$ cat src/rtl/mbi_pkg.sv
package mbi_pkg;
   // Strobe decoding variants selected at elaboration
   typedef enum int {
      MBI_MODE_STRAP = 0,   // strap pin picks at run time
      MBI_MODE_SEP   = 1,   // separate read/write strobes only
      MBI_MODE_DSRW  = 2    // data strobe plus direction only
   } mbi_mode_e;
endpackage

$ cat src/rtl/mbi_strobe_dec.sv
module mbi_strobe_dec
   import mbi_pkg::*;
#(
   parameter int MODE_SEL = MBI_MODE_STRAP
) (
   input  logic clk,
   input  logic rst_n,
   input  logic mode_moto,
   input  logic pwr_fail,
   input  logic cs_n,
   input  logic rd_n,
   input  logic wr_n,
   output logic rd_act,
   output logic wr_act
);
   logic sep_rd, sep_wr, dsrw_rd, dsrw_wr;
   logic raw_rd, raw_wr;

   assign sep_rd  = ~rd_n &  wr_n;
   assign sep_wr  = ~wr_n &  rd_n;
   assign dsrw_rd = ~rd_n &  wr_n;
   assign dsrw_wr = ~rd_n & ~wr_n;

   generate
      if (MODE_SEL == MBI_MODE_SEP) begin : g_sep
         assign raw_rd = sep_rd;
         assign raw_wr = sep_wr;
      end else if (MODE_SEL == MBI_MODE_DSRW) begin : g_dsrw
         assign raw_rd = dsrw_rd;
         assign raw_wr = dsrw_wr;
      end else begin : g_strap
         assign raw_rd = mode_moto ? dsrw_rd : sep_rd;
         assign raw_wr = mode_moto ? dsrw_wr : sep_wr;
      end
   endgenerate

   assign rd_act = ~pwr_fail & ~cs_n & raw_rd;
   assign wr_act = ~pwr_fail & ~cs_n & raw_wr;

   initial begin
      if (MODE_SEL < 0 || MODE_SEL > 2)
         $error("mbi_strobe_dec: MODE_SEL out of range");
   end

   AST_RD_WR_EXCL: assert property (@(posedge clk) disable iff (!rst_n)
      !(rd_act && wr_act));
   AST_NO_ACT_WITHOUT_CS: assert property (@(posedge clk) disable iff (!rst_n)
      cs_n |-> !(rd_act || wr_act));
endmodule

$ cat src/rtl/mbi_user_ram.sv
module mbi_user_ram #(
   parameter int DW    = 8,
   parameter int DEPTH = 16,
   localparam int IW   = $clog2(DEPTH)
) (
   input  logic          clk,
   input  logic          rst_n,
   input  logic          we,
   input  logic [IW-1:0] idx,
   input  logic [DW-1:0] wdata,
   output logic [DW-1:0] rdata
);
   logic [DW-1:0] word_q [DEPTH];

   generate
      for (genvar g = 0; g < DEPTH; g++) begin : g_word
         always_ff @(posedge clk or negedge rst_n) begin
            if (!rst_n)
               word_q[g] <= '0;
            else if (we && (idx == IW'(g)))
               word_q[g] <= wdata;
         end
      end
   endgenerate

   assign rdata = word_q[idx];

   initial begin
      if (DEPTH < 2 || (DEPTH & (DEPTH - 1)) != 0)
         $error("mbi_user_ram: DEPTH must be a power of two");
   end

   AST_RAM_HOLD: assert property (@(posedge clk) disable iff (!rst_n)
      !we |=> $stable(rdata) || !$stable(idx));
endmodule

$ cat src/rtl/mux_bus_if.sv
module mux_bus_if
   import mbi_pkg::*;
#(
   parameter int          DW        = 8,
   parameter int          RAM_DEPTH = 16,
   parameter logic [7:0]  RAM_BASE  = 8'hF0,
   parameter int          MODE_SEL  = MBI_MODE_STRAP
) (
   input  logic          clk,
   input  logic          rst_n,
   input  logic          mode_moto,
   input  logic          pwr_fail,
   input  logic          cs_n,
   input  logic          rd_n,
   input  logic          wr_n,
   input  logic          ad_sel,
   input  logic [DW-1:0] bus_in,
   output logic [DW-1:0] bus_out,
   output logic          bus_oe,
   output logic [DW-1:0] reg_addr,
   output logic [DW-1:0] reg_wdata,
   output logic          reg_wr,
   input  logic [DW-1:0] reg_rdata
);
   localparam int          IW       = $clog2(RAM_DEPTH);
   localparam logic [DW-1:0] WIN_MASK = ~(DW'(RAM_DEPTH - 1));
   localparam logic [DW-1:0] BASE_DW  = DW'(RAM_BASE);

   logic          rd_act, wr_act;
   logic          wr_q, cap_ad;
   logic [DW-1:0] cap_data, ptr_q, ram_rd;
   logic          commit, in_win, ram_we;

   mbi_strobe_dec #(.MODE_SEL(MODE_SEL)) u_dec (
      .clk(clk), .rst_n(rst_n), .mode_moto(mode_moto), .pwr_fail(pwr_fail),
      .cs_n(cs_n), .rd_n(rd_n), .wr_n(wr_n), .rd_act(rd_act), .wr_act(wr_act)
   );

   // Capture bus value and phase on every edge the write is active
   always_ff @(posedge clk or negedge rst_n) begin
      if (!rst_n) begin
         wr_q     <= 1'b0;
         cap_ad   <= 1'b0;
         cap_data <= '0;
      end else begin
         wr_q <= wr_act;
         if (wr_act) begin
            cap_ad   <= ad_sel;
            cap_data <= bus_in;
         end
      end
   end

   assign commit = wr_q & ~wr_act & ~pwr_fail;
   assign in_win = (ptr_q & WIN_MASK) == (BASE_DW & WIN_MASK);
   assign ram_we = commit & cap_ad & in_win;

   always_ff @(posedge clk or negedge rst_n) begin
      if (!rst_n) begin
         ptr_q     <= '0;
         reg_wr    <= 1'b0;
         reg_wdata <= '0;
      end else begin
         reg_wr <= commit & cap_ad & ~in_win;
         if (commit & ~cap_ad)
            ptr_q <= cap_data;
         if (commit & cap_ad & ~in_win)
            reg_wdata <= cap_data;
      end
   end

   mbi_user_ram #(.DW(DW), .DEPTH(RAM_DEPTH)) u_ram (
      .clk(clk), .rst_n(rst_n), .we(ram_we), .idx(ptr_q[IW-1:0]),
      .wdata(cap_data), .rdata(ram_rd)
   );

   assign reg_addr = ptr_q;
   assign bus_oe   = rd_act;
   assign bus_out  = !ad_sel ? ptr_q : (in_win ? ram_rd : reg_rdata);

   initial begin
      if (DW < IW + 1 || DW > 8)
         $error("mux_bus_if: DW must hold the RAM index and fit the base");
      if ((RAM_BASE & 8'(RAM_DEPTH - 1)) != 8'h00)
         $error("mux_bus_if: RAM_BASE must be aligned to RAM_DEPTH");
   end

   AST_OE_QUALIFIED: assert property (@(posedge clk) disable iff (!rst_n)
      bus_oe |-> (!cs_n && !pwr_fail));
   AST_PF_NO_REGWR: assert property (@(posedge clk) disable iff (!rst_n)
      pwr_fail |=> !reg_wr);
   AST_PF_PTR_STABLE: assert property (@(posedge clk) disable iff (!rst_n)
      pwr_fail |=> $stable(reg_addr));
   AST_REGWR_PULSE: assert property (@(posedge clk) disable iff (!rst_n)
      reg_wr |=> !reg_wr);
   AST_PTR_ONLY_AFTER_WRITE: assert property (@(posedge clk) disable iff (!rst_n)
      !wr_q |=> $stable(reg_addr));
endmodule

$ cat config.mk
export PLATFORM = sky130hd
export DESIGN_NAME = mux_bus_if
export DESIGN_NICKNAME = d
export VERILOG_FILES = /design/src/rtl/mbi_pkg.sv /design/src/rtl/mbi_strobe_dec.sv /design/src/rtl/mbi_user_ram.sv /design/src/rtl/mux_bus_if.sv
export SDC_FILE = /design/constraint.sdc
export NUM_CORES = 1
export LEC_CHECK = 0
export BUFFER_PORTS_ARGS = -buffer_cell sky130_fd_sc_hd__clkbuf_2
export CORE_MARGIN = 5
export CORE_UTILIZATION = 54
export CTS_CLUSTER_SIZE = 30
export DETAILED_ROUTE_END_ITERATION = 10
export PLACE_DENSITY = 0.76
export SETUP_SLACK_MARGIN = 0.2
export SLEW_MARGIN = 40
export SYNTH_ARGS = -nofsm -noshare
export SYNTH_HDL_FRONTEND = slang
export SYNTH_SLANG_ARGS = --single-unit
$ cat constraint.sdc
create_clock -name clk -period 3.6 [get_ports clk]
set_input_delay 0.54 -clock clk [delete_from_list [all_inputs] [get_ports clk]]
set_output_delay 0.54 -clock clk [all_outputs]
set_load 0.02 [all_outputs]
==> flow_summary.toml, run 1 <==
[synthesis]
syn_avg_cell_area_um2 = 15.3
ys_warn_count = 0
synth_cells = 476
netlist_area_mm2 = 0.00728
synth_cell_types = 38
ys_seq_elements = 155
syn_nets = 500
synth.yosys.seq_area_share_pct = 53.3

[final_layout]
layout.nets = 538
final_cell_mix = "dfrtp_1, mux2_2, clkbuf_2"
drive_gt1_share_pct = 56.5
final_common_cell = "dfrtp_1"
num_antenna_cells = 0
ff_latch_area_mm2 = 0.00388
n_fill_cell = 992
multi_input_area_mm2 = 0.00323
syn_to_final_growth_pct = 14.2

[timing]
drv_slew = 0
relSlewSlack_pct = 46.7
min_period_ns = 3.16
worstMarginPinSlew_ns = 0.800
finalHoldViolations = 0
setup_tns_ns = 0
setup_viol = 0
clock_skew_ns = 0.00704
min_period_over_period_pct = 87.9
rsz0062_at_grt = "no"
fmax_mhz = 316
layout_setup_ws_ns = 0.436

[hold_path]
holdCritPathClass = "in2async"

[job]
drv_cap = 0

[floorplan]
fp.dieW_um = 126
dieArea_mm2 = 0.0159
ios = 50
placementRows = 42
die_y_um = 126
initial_utilization_pct = 54.9
core_area_mm2 = 0.0132

[placement]
gp_congestion = 0.811
hpwl_um = 10400
io_buffers = 49
pre_cts_ws_ns = 0.716

[global_routing]
grt_pass1_wl_um = 26400
grt_util_all_layers_pct = 21.4
grt_max_degree = 65
grt_pass1_vias = 4815
antenna_found_initial = 0
overflow = 0

[drt]
dr_total_vias = 4256
wirelength_um = 16000
drt_first_pass_iters = 4
drcViolationCount = 0
via_per_inst = 6.06
drtIter0Drc = 377
drtAntennaViolNets = 0
avgRoutedWirePerCell_um = 22.8

[clock_network]
post_cts.repair.setup_buffers = 0
htreeDepth = 4
cts_root_buf = "clkbuf_16"
cts_buffers = 17
clkLatencyLatePin_ns = 0.42
cts_tree = "done"
clk_pin_slew_worst_paths_ns = 0.06
cts.path.max_buffers = 2
clock-sinks = 155

[power_and_ir_drop]
leakage_nw = 3.86
p_per_area_mw_per_mm2 = 564
vdd_drop_max_uv = 392

[setup_path]
required_ns = 3.06
arrival_ns = 2.62
rrSetupSlack_ns = 1.03
startpoint_type = "flip-flop"
end_kind = "primary output"
criticalPathCategory = "reg2out"
path_max_fanout = 21

[outcome]
status = "finished clean"
==> metal layers <==
metal  track usage (%)  wire length (um)
met3              5.00               739
met4              6.94               309
met2              35.1              8060
met5                 0                 0
met1              28.5              6890
==> power breakdown <==
group          switching [mW]  internal [mW]  total [mW]  leakage, nW
Clock                   0.690           1.17        1.86        0.287
Combinational           0.400          0.315       0.715         1.45
Sequential              0.283           1.83        2.11         2.13
==> registers in the layout, summed over array words and instances, names as in the netlist <==
name	flops
cap_ad	1
cap_data	8
reg_addr	8
reg_wdata	8
reg_wr	1
u_ram.word_q	128
wr_q	1
==> final cells by class <==
cell class	count	share of cell area [%]
clock buffer	19	5.33
clock inverter	12	2.08
inverter	1	0.0452
multi-input combinational	282	38.9
sequential	155	46.8
tap	176	2.65
timing repair buffer	57	4.25
==> critical path, cell delays in order, from the launching register on <==
cell and delay (ns):
dfrtp_4 0.65, buf_12 0.26, mux4_2 0.52, mux2i_1 0.30, o2111ai_1 0.16, o211a_1 0.16, clkbuf_2 0.15
==> synth_stat cells (all sizes together) <==
cell type,number,area share (%)
buf,19,1.3
nor2b,1,0.086
o211a,7,0.96
a21oi,1,0.069
clkbuf,19,1.0
or2,1,0.086
nand3b,2,0.21
and4bb,2,0.34
o2111ai,7,0.84
o21ai,1,0.069
nor4b,3,0.45
nor3b,2,0.21
nand3,8,0.55
and2,1,0.086
and4,1,0.12
nor2,24,2.1
nand2,16,0.83
and4b,1,0.14
inv,1,0.052
dfrtp,155,53
nand2b,1,0.086
o311ai,6,1.7
mux2i,10,1.4
a31o,1,0.12
xnor2,1,0.38
nor4,1,0.29
mux2,153,24
mux4,31,9.6
==> logic make-up after synthesis <==
kind of cell / after synthesis / share of synthesized area, %
compound gates: 23 / 3.75
xor+xnor: 1 / 0.378
buf+inv: 39 / 2.37
flops: 155 / 53.3
mux: 194 / 34.7
simple gates: 64 / 5.54
==> stage by stage <==
stage	util [%]	hold WS, ns	power (mW)	area [um^2]	std cells
6_report	62.7	0.0501	4.69	8310	702
5_1_grt	62.7	0.0768	4.87	8310	702
4_1_cts	62.7	0.0539	4.71	8300	702
3_5_place_dp	58.0	0.479	2.86	7690	671
3_3_place_gp	58.0	0.469	2.84	7670	670
2_1_floorplan	-	0.244	2.55	7280	476
==> repair_timing <==
item / in CTS / in global routing
endpoints found under the setup margin: 0 / 2
resized for setup: 0 / 1
endpoints found under the hold margin: 0 / 0
hold buffers: 0 / 0
==> final timing paths <==
check,start,endpoint,depth (start not counted)
worst min register to register,u_ram.word_q[127]$_DFFE_PN0P_,u_ram.word_q[127]$_DFFE_PN0P_,1
min in group clk,bus_in[6],cap_data[6]$_DFFE_PN0P_,2
worst max-delay path,reg_addr[1]$_DFFE_PN0P_,bus_out[4],6
worst max register to register,reg_addr[5]$_DFFE_PN0P_,u_ram.word_q[32]$_DFFE_PN0P_,5
max in group asynchronous,rst_n,reg_wdata[5]$_DFFE_PN0P_,2
worst min-delay path,rst_n,u_ram.word_q[92]$_DFFE_PN0P_,1
(Power assumes the default switching activity.)
==> run 2, diff against run 1 <==
--- a/config.mk
+++ b/config.mk
@@ -10,6 +10,7 @@
 export CORE_UTILIZATION = 54
 export CTS_CLUSTER_SIZE = 30
 export DETAILED_ROUTE_END_ITERATION = 10
+export GPL_TIMING_DRIVEN = 0
 export PLACE_DENSITY = 0.76
 export SETUP_SLACK_MARGIN = 0.2
 export SLEW_MARGIN = 40
==> run 2 against run 1 <==
Via count rose by 2.7%. Cell count rose by 4.4%. Total power rose by 0.61%. First-iteration DRC count fell by 21%. Die area did not move. Count of clock-buffer cells in the layout rose by 7. Register-to-register slack improved by 0.27 ns. Critical path type unchanged. Critical endpoint unchanged.
==> flow_summary.toml, run 2 (synthesis results as in run 1) <==
[final_layout]
n_fill_cell = 1015
final_cell_mix = "dfrtp_1, mux2_2, clkbuf_2"
drive_gt1_share_pct = 53.7
largest_register = "u_ram.word_q"
syn_to_final_growth_pct = 15.7
final_common_cell = "dfrtp_1"
largest_reg_flops = 128
layout.nets = 569
num_antenna_cells = 0
multi_input_area_mm2 = 0.00322
layoutNonFillerInstCount = 733
ff_latch_area_mm2 = 0.00388

[clock_network]
htreeDepth = 4
post_cts.repair.setup_buffers = 0
cts_buffers = 17
cts_resized = 0
cts_tree = "done"
cts_root_buf = "clkbuf_16"
hold_buffers = 0
clkLatencyLatePin_ns = 0.42
clk_pin_slew_worst_paths_ns = 0.06
clock-sinks = 155
cts.path.max_buffers = 2

[power_and_ir_drop]
p_comb_share_pct = 21.3
power.share.sequential_pct = 40.2
leakage_nw = 3.94
switching_share_pct = 29.8
vdd_drop_max_uv = 388
p_per_area_mw_per_mm2 = 560
p_int_mw = 3.31
p_clk_share_pct = 38.4
p_sw_mw = 1.40

[setup_path]
arrival_ns = 2.65
path_max_fanout = 10
startpoint_type = "flip-flop"
rrSetupSlack_ns = 1.30
crit_slowest_cell = "mux4_2"
crit_start = "reg_addr[1]$_DFFE_PN0P_"
criticalPathCategory = "reg2out"
cp.depth = 6
max_stage_delay_ns = 0.57
worstRegToRegCells = 5
required_ns = 3.06
path_buf_inv = 2
reg2reg_from = "reg_addr[1]$_DFFE_PN0P_"
end_kind = "primary output"
critical_path.cell_chain = "buf_2 > mux4_2 > mux2i_1 > o2111ai_1 > o211a_1 > clkbuf_2"
worst_path_dominant_cell_family = "multiplexers"

[global_routing]
grt_pass1_wl_um = 26700
overflow = 0
grt_pass1_vias = 4783
antenna_found_initial = 0
grt_util_all_layers_pct = 22.3
grt_max_degree = 59

[timing]
clock_skew_ns = 0.00674
setup_viol = 0
finalHoldViolations = 0
drv_slew = 0
min_period_ns = 3.19
rsz0062_at_grt = "no"
fmax_mhz = 313
min_period_over_period_pct = 88.6
worstMarginPinSlew_ns = 0.813
setup_tns_ns = 0
relSlewSlack_pct = 45.8

[drt]
dr_total_vias = 4369
wirelength_um = 16800
avgRoutedWirePerCell_um = 22.9
drtIter0Drc = 299
drtAntennaViolNets = 0
via_per_inst = 5.96
drcViolationCount = 0
drt_first_pass_iters = 4

[hold_path]
holdCritPathClass = "in2async"

[placement]
place_inst = 702
hpwl_um = 11600
gp_congestion = 0.864
io_buffers = 47

[floorplan]
fp.dieW_um = 126
placementRows = 42
initial_utilization_pct = 54.9
die_y_um = 126
ios = 50
dieArea_mm2 = 0.0159
core_area_mm2 = 0.0132

[job]
drv_cap = 0

[outcome]
status = "finished clean"
run 2: cell count changes in the layout (fill, tap and decap cells not counted), sizes merged:
cell      before  now
buf            9   22
bufinv         4    2
clkbuf        67   92
clkinv         3    1
clkinvlp       5    2
run 2: metrics by stage:
stage	total power, mW	hold WS, ns	util [%]	worst slack (ns)	cell area (um^2)
after floorplan	2.55	0.244	-	1.23	7280
after global placement	2.90	0.462	58.4	-0.518	7730
after detailed placement	2.94	0.469	58.9	0.844	7810
after CTS	4.75	0.0568	63.5	0.358	8420
after global routing	4.89	0.0697	63.6	0.257	8420
final	4.71	0.0550	63.6	0.409	8420
run 2: final timing paths:
check / endpoint
worst max-delay path: bus_out[4]
worst min-delay path: u_ram.word_q[73]$_DFFE_PN0P_
worst max register to register: u_ram.word_q[82]$_DFFE_PN0P_
worst min register to register: u_ram.word_q[39]$_DFFE_PN0P_
max in group asynchronous: u_ram.word_q[36]$_DFFE_PN0P_
min in group clk: cap_data[4]$_DFFE_PN0P_
run 2: area by class of cell:
type / instances / area share, %
Buffer: 38 / 2.02
Clock buffer: 26 / 6.29
Clock inverter: 5 / 0.951
Inverter: 1 / 0.0446
Multi-Input combinational cell: 282 / 38.3
Sequential cell: 155 / 46.1
Tap cell: 176 / 2.62
Timing Repair Buffer: 50 / 3.69
run 2: power by group through the flow:
stage                     Clock [mW]  Sequential [mW]  Combinational, mW
after floorplan                    0             1.98              0.575
after global placement             0             1.92              0.984
after detailed placement           0             1.93               1.01
after CTS                       1.83             1.90               1.02
after global routing            1.91             1.90               1.08
final                           1.81             1.90               1.01
run 2: per-layer routing:
| metal | vias up | share of wire (%) | track usage, % |
|---|---|---|---|
| li1 | 1912 | - | - |
| met1 | 2311 | 43 | 29.7 |
| met2 | 115 | 49 | 35.2 |
| met3 | 31 | 5.4 | 5.59 |
| met4 | 0 | 2.7 | 9.15 |
| met5 | - | 0 | 0 |
